--- src/rtl/usb_epbuf_pkg.sv ---
package usb_epbuf_pkg;

  typedef enum logic [1:0] {
    RA_CTRL   = 2'd0,
    RA_TXLEN  = 2'd1,
    RA_TXDATA = 2'd2,
    RA_RXDATA = 2'd3
  } reg_addr_e;

  // keep the low nb bytes of a word (nb >= 4 keeps all)
  function automatic logic [31:0] tail_mask(input logic [2:0] nb);
    case (nb)
      3'd0:    tail_mask = 32'h0000_0000;
      3'd1:    tail_mask = 32'h0000_00FF;
      3'd2:    tail_mask = 32'h0000_FFFF;
      3'd3:    tail_mask = 32'h00FF_FFFF;
      default: tail_mask = 32'hFFFF_FFFF;
    endcase
  endfunction

endpackage

--- src/rtl/usb_epbuf_ram.sv ---
module usb_epbuf_ram #(
  parameter int AW = 6,
  parameter int DW = 32,
  localparam int DEPTH = 1 << AW
) (
  input  logic          clk,
  input  logic          we,
  input  logic [AW-1:0] waddr,
  input  logic [DW-1:0] wdata,
  input  logic [AW-1:0] raddr,
  output logic [DW-1:0] rdata
);
  logic [DW-1:0] mem [DEPTH];

  always_ff @(posedge clk) begin
    if (we) mem[waddr] <= wdata;
    rdata <= mem[raddr];
  end
endmodule

--- src/rtl/usb_epbuf_tx.sv ---
module usb_epbuf_tx #(
  parameter int NUM_EP = 4,
  parameter int PKT_WORDS = 16,
  parameter logic [NUM_EP-1:0] ISO_MASK = NUM_EP'(1) << (NUM_EP - 1),
  localparam int EPW  = (NUM_EP > 1) ? $clog2(NUM_EP) : 1,
  localparam int PTRW = $clog2(PKT_WORDS),
  localparam int LENW = $clog2(PKT_WORDS * 4 + 1),
  localparam int MAXB = PKT_WORDS * 4
) (
  input  logic            clk,
  input  logic            rst,
  input  logic [EPW-1:0]  ep_sel,
  input  logic            wr_en,
  input  logic            abort,
  input  logic            len_wr,
  input  logic            data_wr,
  input  logic [31:0]     wdata,
  output logic            done,
  output logic            tx_eop,
  input  logic            val_req,
  input  logic [EPW-1:0]  val_ep,
  input  logic            frame_tick,
  input  logic            in_req,
  input  logic [EPW-1:0]  in_ep,
  input  logic [PTRW-1:0] in_word_idx,
  output logic [31:0]     in_word,
  output logic            in_ack,
  output logic            in_nak,
  output logic [LENW-1:0] in_len
);
  logic [LENW-1:0] tx_len [NUM_EP];
  logic [PTRW-1:0] wr_ptr [NUM_EP];
  logic [NUM_EP-1:0] tx_valid, iso_arm;

  logic            len_acc, data_acc, last;
  logic [LENW-1:0] len_cl;
  logic [LENW:0]   next_bytes;

  always_comb begin
    len_acc    = len_wr && wr_en;
    data_acc   = data_wr && wr_en;
    len_cl     = (wdata > 32'(MAXB)) ? LENW'(MAXB) : wdata[LENW-1:0];
    next_bytes = (LENW+1)'({wr_ptr[ep_sel], 2'b00}) + (LENW+1)'(4);
    last       = next_bytes >= (LENW+1)'(tx_len[ep_sel]);
    done       = (len_acc && len_cl == '0) || (data_acc && last);
  end

  usb_epbuf_ram #(.AW(EPW + PTRW), .DW(32)) u_ram (
    .clk   (clk),
    .we    (data_acc),
    .waddr ({ep_sel, wr_ptr[ep_sel]}),
    .wdata (wdata),
    .raddr ({in_ep, in_word_idx}),
    .rdata (in_word)
  );

  always_ff @(posedge clk) begin
    if (rst) begin
      for (int e = 0; e < NUM_EP; e++) begin
        tx_len[e] <= '0;
        wr_ptr[e] <= '0;
      end
      tx_valid <= '0;
      iso_arm  <= '0;
      tx_eop   <= 1'b0;
      in_ack   <= 1'b0;
      in_nak   <= 1'b0;
      in_len   <= '0;
    end else begin
      tx_eop <= done;
      if (abort) wr_ptr[ep_sel] <= '0;
      if (len_acc) begin
        tx_len[ep_sel] <= len_cl;
        wr_ptr[ep_sel] <= '0;
      end
      if (data_acc) wr_ptr[ep_sel] <= last ? '0 : wr_ptr[ep_sel] + 1'b1;
      if (frame_tick) iso_arm <= tx_valid & ISO_MASK;
      in_ack <= 1'b0;
      in_nak <= 1'b0;
      in_len <= '0;
      if (in_req) begin
        if (ISO_MASK[in_ep]) begin
          in_ack <= 1'b1;
          if (iso_arm[in_ep]) begin
            in_len           <= tx_len[in_ep];
            iso_arm[in_ep]   <= 1'b0;
            tx_valid[in_ep]  <= 1'b0;
          end
        end else if (tx_valid[in_ep]) begin
          in_ack          <= 1'b1;
          in_len          <= tx_len[in_ep];
          tx_valid[in_ep] <= 1'b0;
        end else begin
          in_nak <= 1'b1;
        end
      end
      if (val_req) tx_valid[val_ep] <= 1'b1;
    end
  end

  a_r7_resp_needs_req: assert property (@(posedge clk) disable iff (rst)
    (in_ack || in_nak) |-> ($past(in_req) && !$past(rst)));
  a_r7_ack_nak_excl: assert property (@(posedge clk) disable iff (rst)
    !(in_ack && in_nak));
  a_r8_iso_never_nak: assert property (@(posedge clk) disable iff (rst)
    in_nak |-> !ISO_MASK[$past(in_ep)]);
endmodule

--- src/rtl/usb_epbuf_rx.sv ---
module usb_epbuf_rx
  import usb_epbuf_pkg::*;
#(
  parameter int NUM_EP = 4,
  parameter int PKT_WORDS = 16,
  parameter logic [NUM_EP-1:0] ISO_MASK = NUM_EP'(1) << (NUM_EP - 1),
  localparam int EPW  = (NUM_EP > 1) ? $clog2(NUM_EP) : 1,
  localparam int PTRW = $clog2(PKT_WORDS),
  localparam int LENW = $clog2(PKT_WORDS * 4 + 1)
) (
  input  logic            clk,
  input  logic            rst,
  input  logic [EPW-1:0]  ep_sel,
  input  logic            rd_en,
  input  logic            abort,
  input  logic            data_rd,
  output logic            done,
  output logic            rx_eop,
  output logic            word_valid,
  output logic [31:0]     word,
  input  logic            frame_tick,
  input  logic            out_wr,
  input  logic [EPW-1:0]  out_ep,
  input  logic [PTRW-1:0] out_word_idx,
  input  logic [31:0]     out_wdata,
  input  logic            out_done,
  input  logic [LENW-1:0] out_len,
  output logic            out_nak
);
  logic [LENW-1:0]   rx_len [NUM_EP];
  logic [PTRW-1:0]   rd_ptr [NUM_EP];
  logic [NUM_EP-1:0] rx_full;

  logic          accept, hit, last;
  logic [LENW:0] done_bytes, rem;
  logic [2:0]    rem_nb;
  logic [31:0]   mask_q, ram_q;

  always_comb begin
    accept     = ISO_MASK[out_ep] || !rx_full[out_ep];
    hit        = data_rd && rd_en && rx_full[ep_sel];
    done_bytes = (LENW+1)'({rd_ptr[ep_sel], 2'b00});
    rem        = (LENW+1)'(rx_len[ep_sel]) - done_bytes;
    last       = (done_bytes + (LENW+1)'(4)) >= (LENW+1)'(rx_len[ep_sel]);
    rem_nb     = (rem >= (LENW+1)'(4)) ? 3'd4 : rem[2:0];
    done       = hit && last;
    word       = ram_q & mask_q;
  end

  usb_epbuf_ram #(.AW(EPW + PTRW), .DW(32)) u_ram (
    .clk   (clk),
    .we    (out_wr && accept),
    .waddr ({out_ep, out_word_idx}),
    .wdata (out_wdata),
    .raddr ({ep_sel, rd_ptr[ep_sel]}),
    .rdata (ram_q)
  );

  always_ff @(posedge clk) begin
    if (rst) begin
      for (int e = 0; e < NUM_EP; e++) begin
        rx_len[e] <= '0;
        rd_ptr[e] <= '0;
      end
      rx_full    <= '0;
      rx_eop     <= 1'b0;
      word_valid <= 1'b0;
      mask_q     <= '0;
      out_nak    <= 1'b0;
    end else begin
      rx_eop     <= done;
      word_valid <= hit;
      mask_q     <= tail_mask(rem_nb);
      if (abort) rd_ptr[ep_sel] <= '0;
      if (hit) begin
        rd_ptr[ep_sel] <= last ? '0 : rd_ptr[ep_sel] + 1'b1;
        if (last) rx_full[ep_sel] <= 1'b0;
      end
      if (frame_tick) rx_full <= rx_full & ~ISO_MASK;
      out_nak <= 1'b0;
      if (out_done) begin
        if (accept) begin
          rx_full[out_ep] <= 1'b1;
          rx_len[out_ep]  <= out_len;
          rd_ptr[out_ep]  <= '0;
        end else begin
          out_nak <= 1'b1;
        end
      end
    end
  end

  a_r9_nak_needs_done: assert property (@(posedge clk) disable iff (rst)
    out_nak |-> ($past(out_done) && !$past(rst)));
  a_r10_iso_never_nak: assert property (@(posedge clk) disable iff (rst)
    out_nak |-> !ISO_MASK[$past(out_ep)]);
endmodule

--- src/rtl/usb_epbuf_port.sv ---
module usb_epbuf_port
  import usb_epbuf_pkg::*;
#(
  parameter int NUM_EP = 4,
  parameter int PKT_WORDS = 16,
  parameter logic [NUM_EP-1:0] ISO_MASK = NUM_EP'(1) << (NUM_EP - 1),
  localparam int EPW  = (NUM_EP > 1) ? $clog2(NUM_EP) : 1,
  localparam int PTRW = $clog2(PKT_WORDS),
  localparam int LENW = $clog2(PKT_WORDS * 4 + 1)
) (
  input  logic            clk,
  input  logic            rst,
  input  logic            reg_wr,
  input  logic            reg_rd,
  input  logic [1:0]      reg_addr,
  input  logic [31:0]     reg_wdata,
  output logic [31:0]     reg_rdata,
  output logic            tx_eop,
  output logic            rx_eop,
  input  logic            frame_tick,
  input  logic            val_req,
  input  logic [EPW-1:0]  val_ep,
  input  logic            in_req,
  input  logic [EPW-1:0]  in_ep,
  input  logic [PTRW-1:0] in_word_idx,
  output logic [31:0]     in_word,
  output logic            in_ack,
  output logic            in_nak,
  output logic [LENW-1:0] in_len,
  input  logic            out_wr,
  input  logic [EPW-1:0]  out_ep,
  input  logic [PTRW-1:0] out_word_idx,
  input  logic [31:0]     out_wdata,
  input  logic            out_done,
  input  logic [LENW-1:0] out_len,
  output logic            out_nak
);
  logic           rd_en_q, wr_en_q;
  logic [EPW-1:0] ep_q, new_ep;
  logic           ctrl_wr, cpu_rd, abort_wr, abort_rd;
  logic           tx_done, rx_done, rx_word_valid;
  logic [31:0]    rx_word, ctrl_rd_q;

  always_comb begin
    ctrl_wr  = reg_wr && reg_addr == RA_CTRL;
    cpu_rd   = reg_rd && !reg_wr;
    new_ep   = reg_wdata[2 +: EPW];
    abort_wr = ctrl_wr && wr_en_q && (!reg_wdata[1] || new_ep != ep_q);
    abort_rd = ctrl_wr && rd_en_q && (!reg_wdata[0] || new_ep != ep_q);
    reg_rdata = rx_word_valid ? rx_word : ctrl_rd_q;
  end

  always_ff @(posedge clk) begin
    if (rst) begin
      rd_en_q   <= 1'b0;
      wr_en_q   <= 1'b0;
      ep_q      <= '0;
      ctrl_rd_q <= '0;
    end else begin
      if (ctrl_wr) begin
        rd_en_q <= reg_wdata[0];
        wr_en_q <= reg_wdata[1];
        ep_q    <= new_ep;
      end else begin
        if (tx_done) wr_en_q <= 1'b0;
        if (rx_done) rd_en_q <= 1'b0;
      end
      ctrl_rd_q <= (cpu_rd && reg_addr == RA_CTRL)
                   ? 32'({ep_q, wr_en_q, rd_en_q}) : '0;
    end
  end

  usb_epbuf_tx #(.NUM_EP(NUM_EP), .PKT_WORDS(PKT_WORDS), .ISO_MASK(ISO_MASK)) u_tx (
    .clk         (clk),
    .rst         (rst),
    .ep_sel      (ep_q),
    .wr_en       (wr_en_q),
    .abort       (abort_wr),
    .len_wr      (reg_wr && reg_addr == RA_TXLEN),
    .data_wr     (reg_wr && reg_addr == RA_TXDATA),
    .wdata       (reg_wdata),
    .done        (tx_done),
    .tx_eop      (tx_eop),
    .val_req     (val_req),
    .val_ep      (val_ep),
    .frame_tick  (frame_tick),
    .in_req      (in_req),
    .in_ep       (in_ep),
    .in_word_idx (in_word_idx),
    .in_word     (in_word),
    .in_ack      (in_ack),
    .in_nak      (in_nak),
    .in_len      (in_len)
  );

  usb_epbuf_rx #(.NUM_EP(NUM_EP), .PKT_WORDS(PKT_WORDS), .ISO_MASK(ISO_MASK)) u_rx (
    .clk          (clk),
    .rst          (rst),
    .ep_sel       (ep_q),
    .rd_en        (rd_en_q),
    .abort        (abort_rd),
    .data_rd      (cpu_rd && reg_addr == RA_RXDATA),
    .done         (rx_done),
    .rx_eop       (rx_eop),
    .word_valid   (rx_word_valid),
    .word         (rx_word),
    .frame_tick   (frame_tick),
    .out_wr       (out_wr),
    .out_ep       (out_ep),
    .out_word_idx (out_word_idx),
    .out_wdata    (out_wdata),
    .out_done     (out_done),
    .out_len      (out_len),
    .out_nak      (out_nak)
  );

  a_r2_eop_clears_wr: assert property (@(posedge clk) disable iff (rst)
    tx_eop |-> !wr_en_q);
  a_r4_eop_clears_rd: assert property (@(posedge clk) disable iff (rst)
    rx_eop |-> !rd_en_q);
  a_r11_idle_read_zero: assert property (@(posedge clk) disable iff (rst)
    ($past(cpu_rd) && $past(reg_addr) == RA_RXDATA && !$past(rd_en_q) && !$past(rst))
    |-> reg_rdata == '0);
endmodule

--- config.mk ---
export PLATFORM = sky130hd
export DESIGN_NAME = usb_epbuf_port
export DESIGN_NICKNAME = d
export VERILOG_FILES = /design/src/rtl/usb_epbuf_pkg.sv /design/src/rtl/usb_epbuf_ram.sv /design/src/rtl/usb_epbuf_tx.sv /design/src/rtl/usb_epbuf_rx.sv /design/src/rtl/usb_epbuf_port.sv
export SDC_FILE = /design/constraint.sdc
export NUM_CORES = 2
export LEC_CHECK = 0
export ABC_CLOCK_PERIOD_IN_PS = 8600
export BUFFER_PORTS_ARGS = -buffer_cell sky130_fd_sc_hd__buf_2
export CAP_MARGIN = 20
export CORE_MARGIN = 4
export CORE_UTILIZATION = 55
export DETAILED_ROUTE_END_ITERATION = 6
export GPL_TIMING_DRIVEN = 0
export PLACE_DENSITY_LB_ADDON = 0.1
export SETUP_SLACK_MARGIN = 0.15
export SLEW_MARGIN = 20
export SYNTH_ARGS = -nofsm -noshare
export SYNTH_HDL_FRONTEND = slang
export SYNTH_MEMORY_MAX_BITS = 65536
export SYNTH_SLANG_ARGS = --single-unit
--- constraint.sdc ---
create_clock -name clk -period 8.6 [get_ports clk]
set_clock_uncertainty 0.05 [all_clocks]
set_input_delay 0 -clock clk [delete_from_list [all_inputs] [get_ports clk]]
set_output_delay 0 -clock clk [all_outputs]
set_load 0.01 [all_outputs]
==> impl_metrics.py <==
metrics = {
    "cts": {
        "cts_resized": 0,
        "clk_latency_ns": 0.96,
        "cts_hold_buffers": 122,
        "tritoncts": "done",
        "clkSlewWorstSetupHoldPaths_ns": 0.06,
        "cts_buffers": 429,
        "clock_path_buffers": 4,
        "clockRootBuffer": "clkbuf_16",
        "ctsHtreeMaxLevel": 5,
        "cts_sinks": 4284,
        "post_cts_buffers": 0,
    },
    "detailed_routing": {
        "routed-via-count": 82700,
        "avgViaCountPerCell": 6.44,
        "firstDrtPassIters": 6,
        "drt_iter0_drc": 10700,
        "remaining_drc_errors": 0,
        "wl_per_cell_um": 35.6,
        "finalWirelength_um": 457000,
        "ant_nets": 0,
    },
    "logic_synthesis": {
        "synth_area_um2": 165000,
        "syn-num-nets": 7706,
        "synthCells": 7593,
        "yosysWarnings": 0,
        "post-synth-top-area-fraction": 0.759,
        "synth_area_per_cell_um2": 21.7,
        "synth.area.top_cells": "edfxtp_1 (76%), mux4_2 (13%), mux2i_1 (3.9%)",
        "async_flop_share": 0,
        "synth-seq-area-share": 0.773,
        "synth-edff-count": 4168,
        "ys_seq_elements": 4284,
        "synth_cell_type_count": 70,
        "post-synth-top-area-cell": "edfxtp_1",
        "ys.flop_type": "edfxtp_1",
    },
    "timing": {
        "rsz0062_at_grt": "false",
        "timing.final.crit_share": 0.702,
        "setup_slack_ns": 2.56,
        "finalMaxSlewViolations": 0,
        "finalSetupViolCount": 0,
        "worst_pin_slew_ns": 1.29,
        "finalHoldViolations": 0,
        "period_minus_slack_ns": 6.04,
        "relSlewSlack": 0.131,
        "tns_ns": 0,
        "fmax_mhz": 166,
    },
    "placement": {
        "port_buffers": 165,
        "place_hpwl_um": 306000,
        "gp_congestion": 0.906,
        "place_area_um2": 176000,
        "dp_slack_ns": 2.87,
    },
    "job": {
        "max-cap-violations": 0,
    },
    "power": {
        "switchingPower_mw": 9.01,
        "p_comb_frac": 0.037,
        "clock_power_share": 0.431,
        "seq_power_share": 0.532,
        "peakVddDrop_mv": 0.206,
        "p_leak_nw": 59.9,
        "p_int_mw": 34.2,
        "switching_share": 0.208,
        "power_density_nw_per_um2": 226,
    },
    "grt": {
        "grt_use_total": 0.296,
        "grt_max_degree": 72,
        "grt_pass1_wl_um": 639000,
        "overflow": 0,
        "antenna_found_initial": 46,
        "grt_pass1_vias": 82600,
    },
    "finish": {
        "fin_area_um2": 191000,
        "synthToLayoutAreaGrowth_pct": 16.1,
        "layout_common_cells": "edfxtp_1 (4168), mux4_2 (922), mux2i_1 (643), clkbuf_16 (439), clkbuf_1 (282)",
        "final_nets": 8634,
        "final_common_cell": "edfxtp_1",
        "drive_gt1_frac": 0.261,
    },
    "floorplan": {
        "std_cell_rows": 200,
        "die-height_um": 555,
        "coreArea_um2": 298000,
        "die_x_um": 555,
        "die-area_um2": 308000,
        "start_util": 0.554,
        "io_pins": 172,
    },
    "setup_path": {
        "cp_common_cell": "buf_2",
        "cpPeakStageDelay_ns": 0.66,
        "worstSetupPathType": "reg -> reg",
        "critPathLaunchType": "flop",
        "crit_arrival_ns": 6.89,
        "critPathBufInv": 6,
        "end_kind": "flop",
        "cp_data_required_time_ns": 9.44,
        "critical_path.top_delay_family": "buffers and inverters",
        "cpMaxStageDelayCell": "buf_2",
        "path_cells": "buf_4, mux2_2, inv_2, buf_2, buf_2, buf_2, ha_1, xor2_1, ha_1, a2111oi_0, o31ai_1, o211a_2, o21bai_1, nand3_1, a21oi_1, dlygate4sd3_1",
        "reg2reg_depth": 16,
        "cp_max_fo": 12,
        "path_depth": 16,
    },
    "status": {
        "status": "completed",
    },
    "hold_path": {
        "hold_depth": 3,
        "min_path_type": "in -> reg",
    },
}
[cell families (layout without fill, tap and decap cells)]
logic type | count (synthesis) | in the layout | synth area share
adders and majority gates | 17 | 17 | 0.00134
AOI/OAI and AO/OA | 487 | 487 | 0.0217
DFF | 4284 | 4284 | 0.773
buffers and inverters | 470 | 1761 | 0.0151
muxes | 1571 | 1571 | 0.166
and+or+nand+nor | 757 | 757 | 0.0224
xor gates and xnor gates | 7 | 7 | 0.000372
other | 0 | 22 | 0
[final cells by class]
type	count	area (um2)
antenna	22	55.1
buffer	429	2360
clock buffer	551	11600
clock inverter	243	2450
fill	19700	106000
inverter	41	156
multi-input combinational	2839	36000
sequential	4284	127000
tap	3939	4930
timing repair buffer	497	6380
[path summary, 6_finish.rpt]
check                          from                     end  slack (ns)
setup / recovery               flop                 rd_en_q        2.56
hold / removal        out_wdata[12]  u_rx.u_ram.mem[51][12]        0.03
setup reg to reg               flop                 rd_en_q        2.56
hold reg to reg   u_rx.rd_ptr[3][0]       u_rx.rd_ptr[3][0]        0.42
[flip-flops by register name, summed over array words and instances (netlist names), named ones only]
register / cells
wr_en_q: 1
ep_q: 2
u_rx.rx_full: 4
u_tx.u_ram.mem: 2048
u_tx.tx_len: 28
u_tx.u_ram.rdata: 32
u_tx.in_ack: 1
u_rx.mask_q: 4
u_tx.wr_ptr: 16
rd_en_q: 1
u_rx.u_ram.mem: 2048
u_rx.out_nak: 1
u_tx.tx_valid: 4
u_tx.in_len: 7
u_rx.rx_eop: 1
u_rx.u_ram.rdata: 32
u_tx.tx_eop: 1
u_tx.in_nak: 1
ctrl_rd_q: 4
u_tx.iso_arm: 1
u_rx.word_valid: 1
u_rx.rd_ptr: 16
u_rx.rx_len: 28
[routing by layer]
layer,wire [um],GRT usage
met1,169000,0.394
met2,226000,0.488
met3,39700,0.0551
met4,21400,0.118
met5,83,0
[worst register-to-register path: stages, from the launching register on]
cell and delay (ns):
dfxtp_1 0.40, buf_4 0.29, mux2_2 0.41, inv_2 0.26, buf_2 0.67, buf_2 0.64
buf_2 0.55, ha_1 0.27, xor2_1 0.10, ha_1 0.25, a2111oi_0 0.46, o31ai_1 0.15
o211a_2 0.20, o21bai_1 0.40, nand3_1 0.13, a21oi_1 0.16, dlygate4sd3_1 0.58
[stage by stage]
stage,hold slack (ns),utilization,total power [mW],instances
6_report,0.0323,0.643,43.2,12800
5_1_grt,0.0279,0.643,44.4,12800
4_1_cts,0.000588,0.643,43.4,12800
3_5_place_dp,0.265,0.592,25.0,11900
3_3_place_gp,0.254,0.573,24.9,11700
2_1_floorplan,0.0489,-,24.1,7593
[Yosys cell counts (39+ instances only)]
master	number
buf_4	39
a21oi_1	86
and3_1	122
nor4_1	68
buf_2	97
o211ai_1	66
nand2_1	216
dfxtp_1	116
clkbuf_1	206
mux4_2	922
o21ai_0	49
mux2i_1	643
a221oi_1	84
nor2b_1	49
nor2_1	195
edfxtp_1	4168
[power groups by stage]
stage	clock network (mW)	registers [mW]	logic, mW
after floorplan	0	23.5	0.620
after global placement	0	23.5	1.45
after detailed placement	0	23.5	1.55
after CTS	18.8	23.0	1.61
after global routing	19.7	23.0	1.67
final	18.6	23.0	1.60
Note: power is estimated with default switching activity, not from simulation.
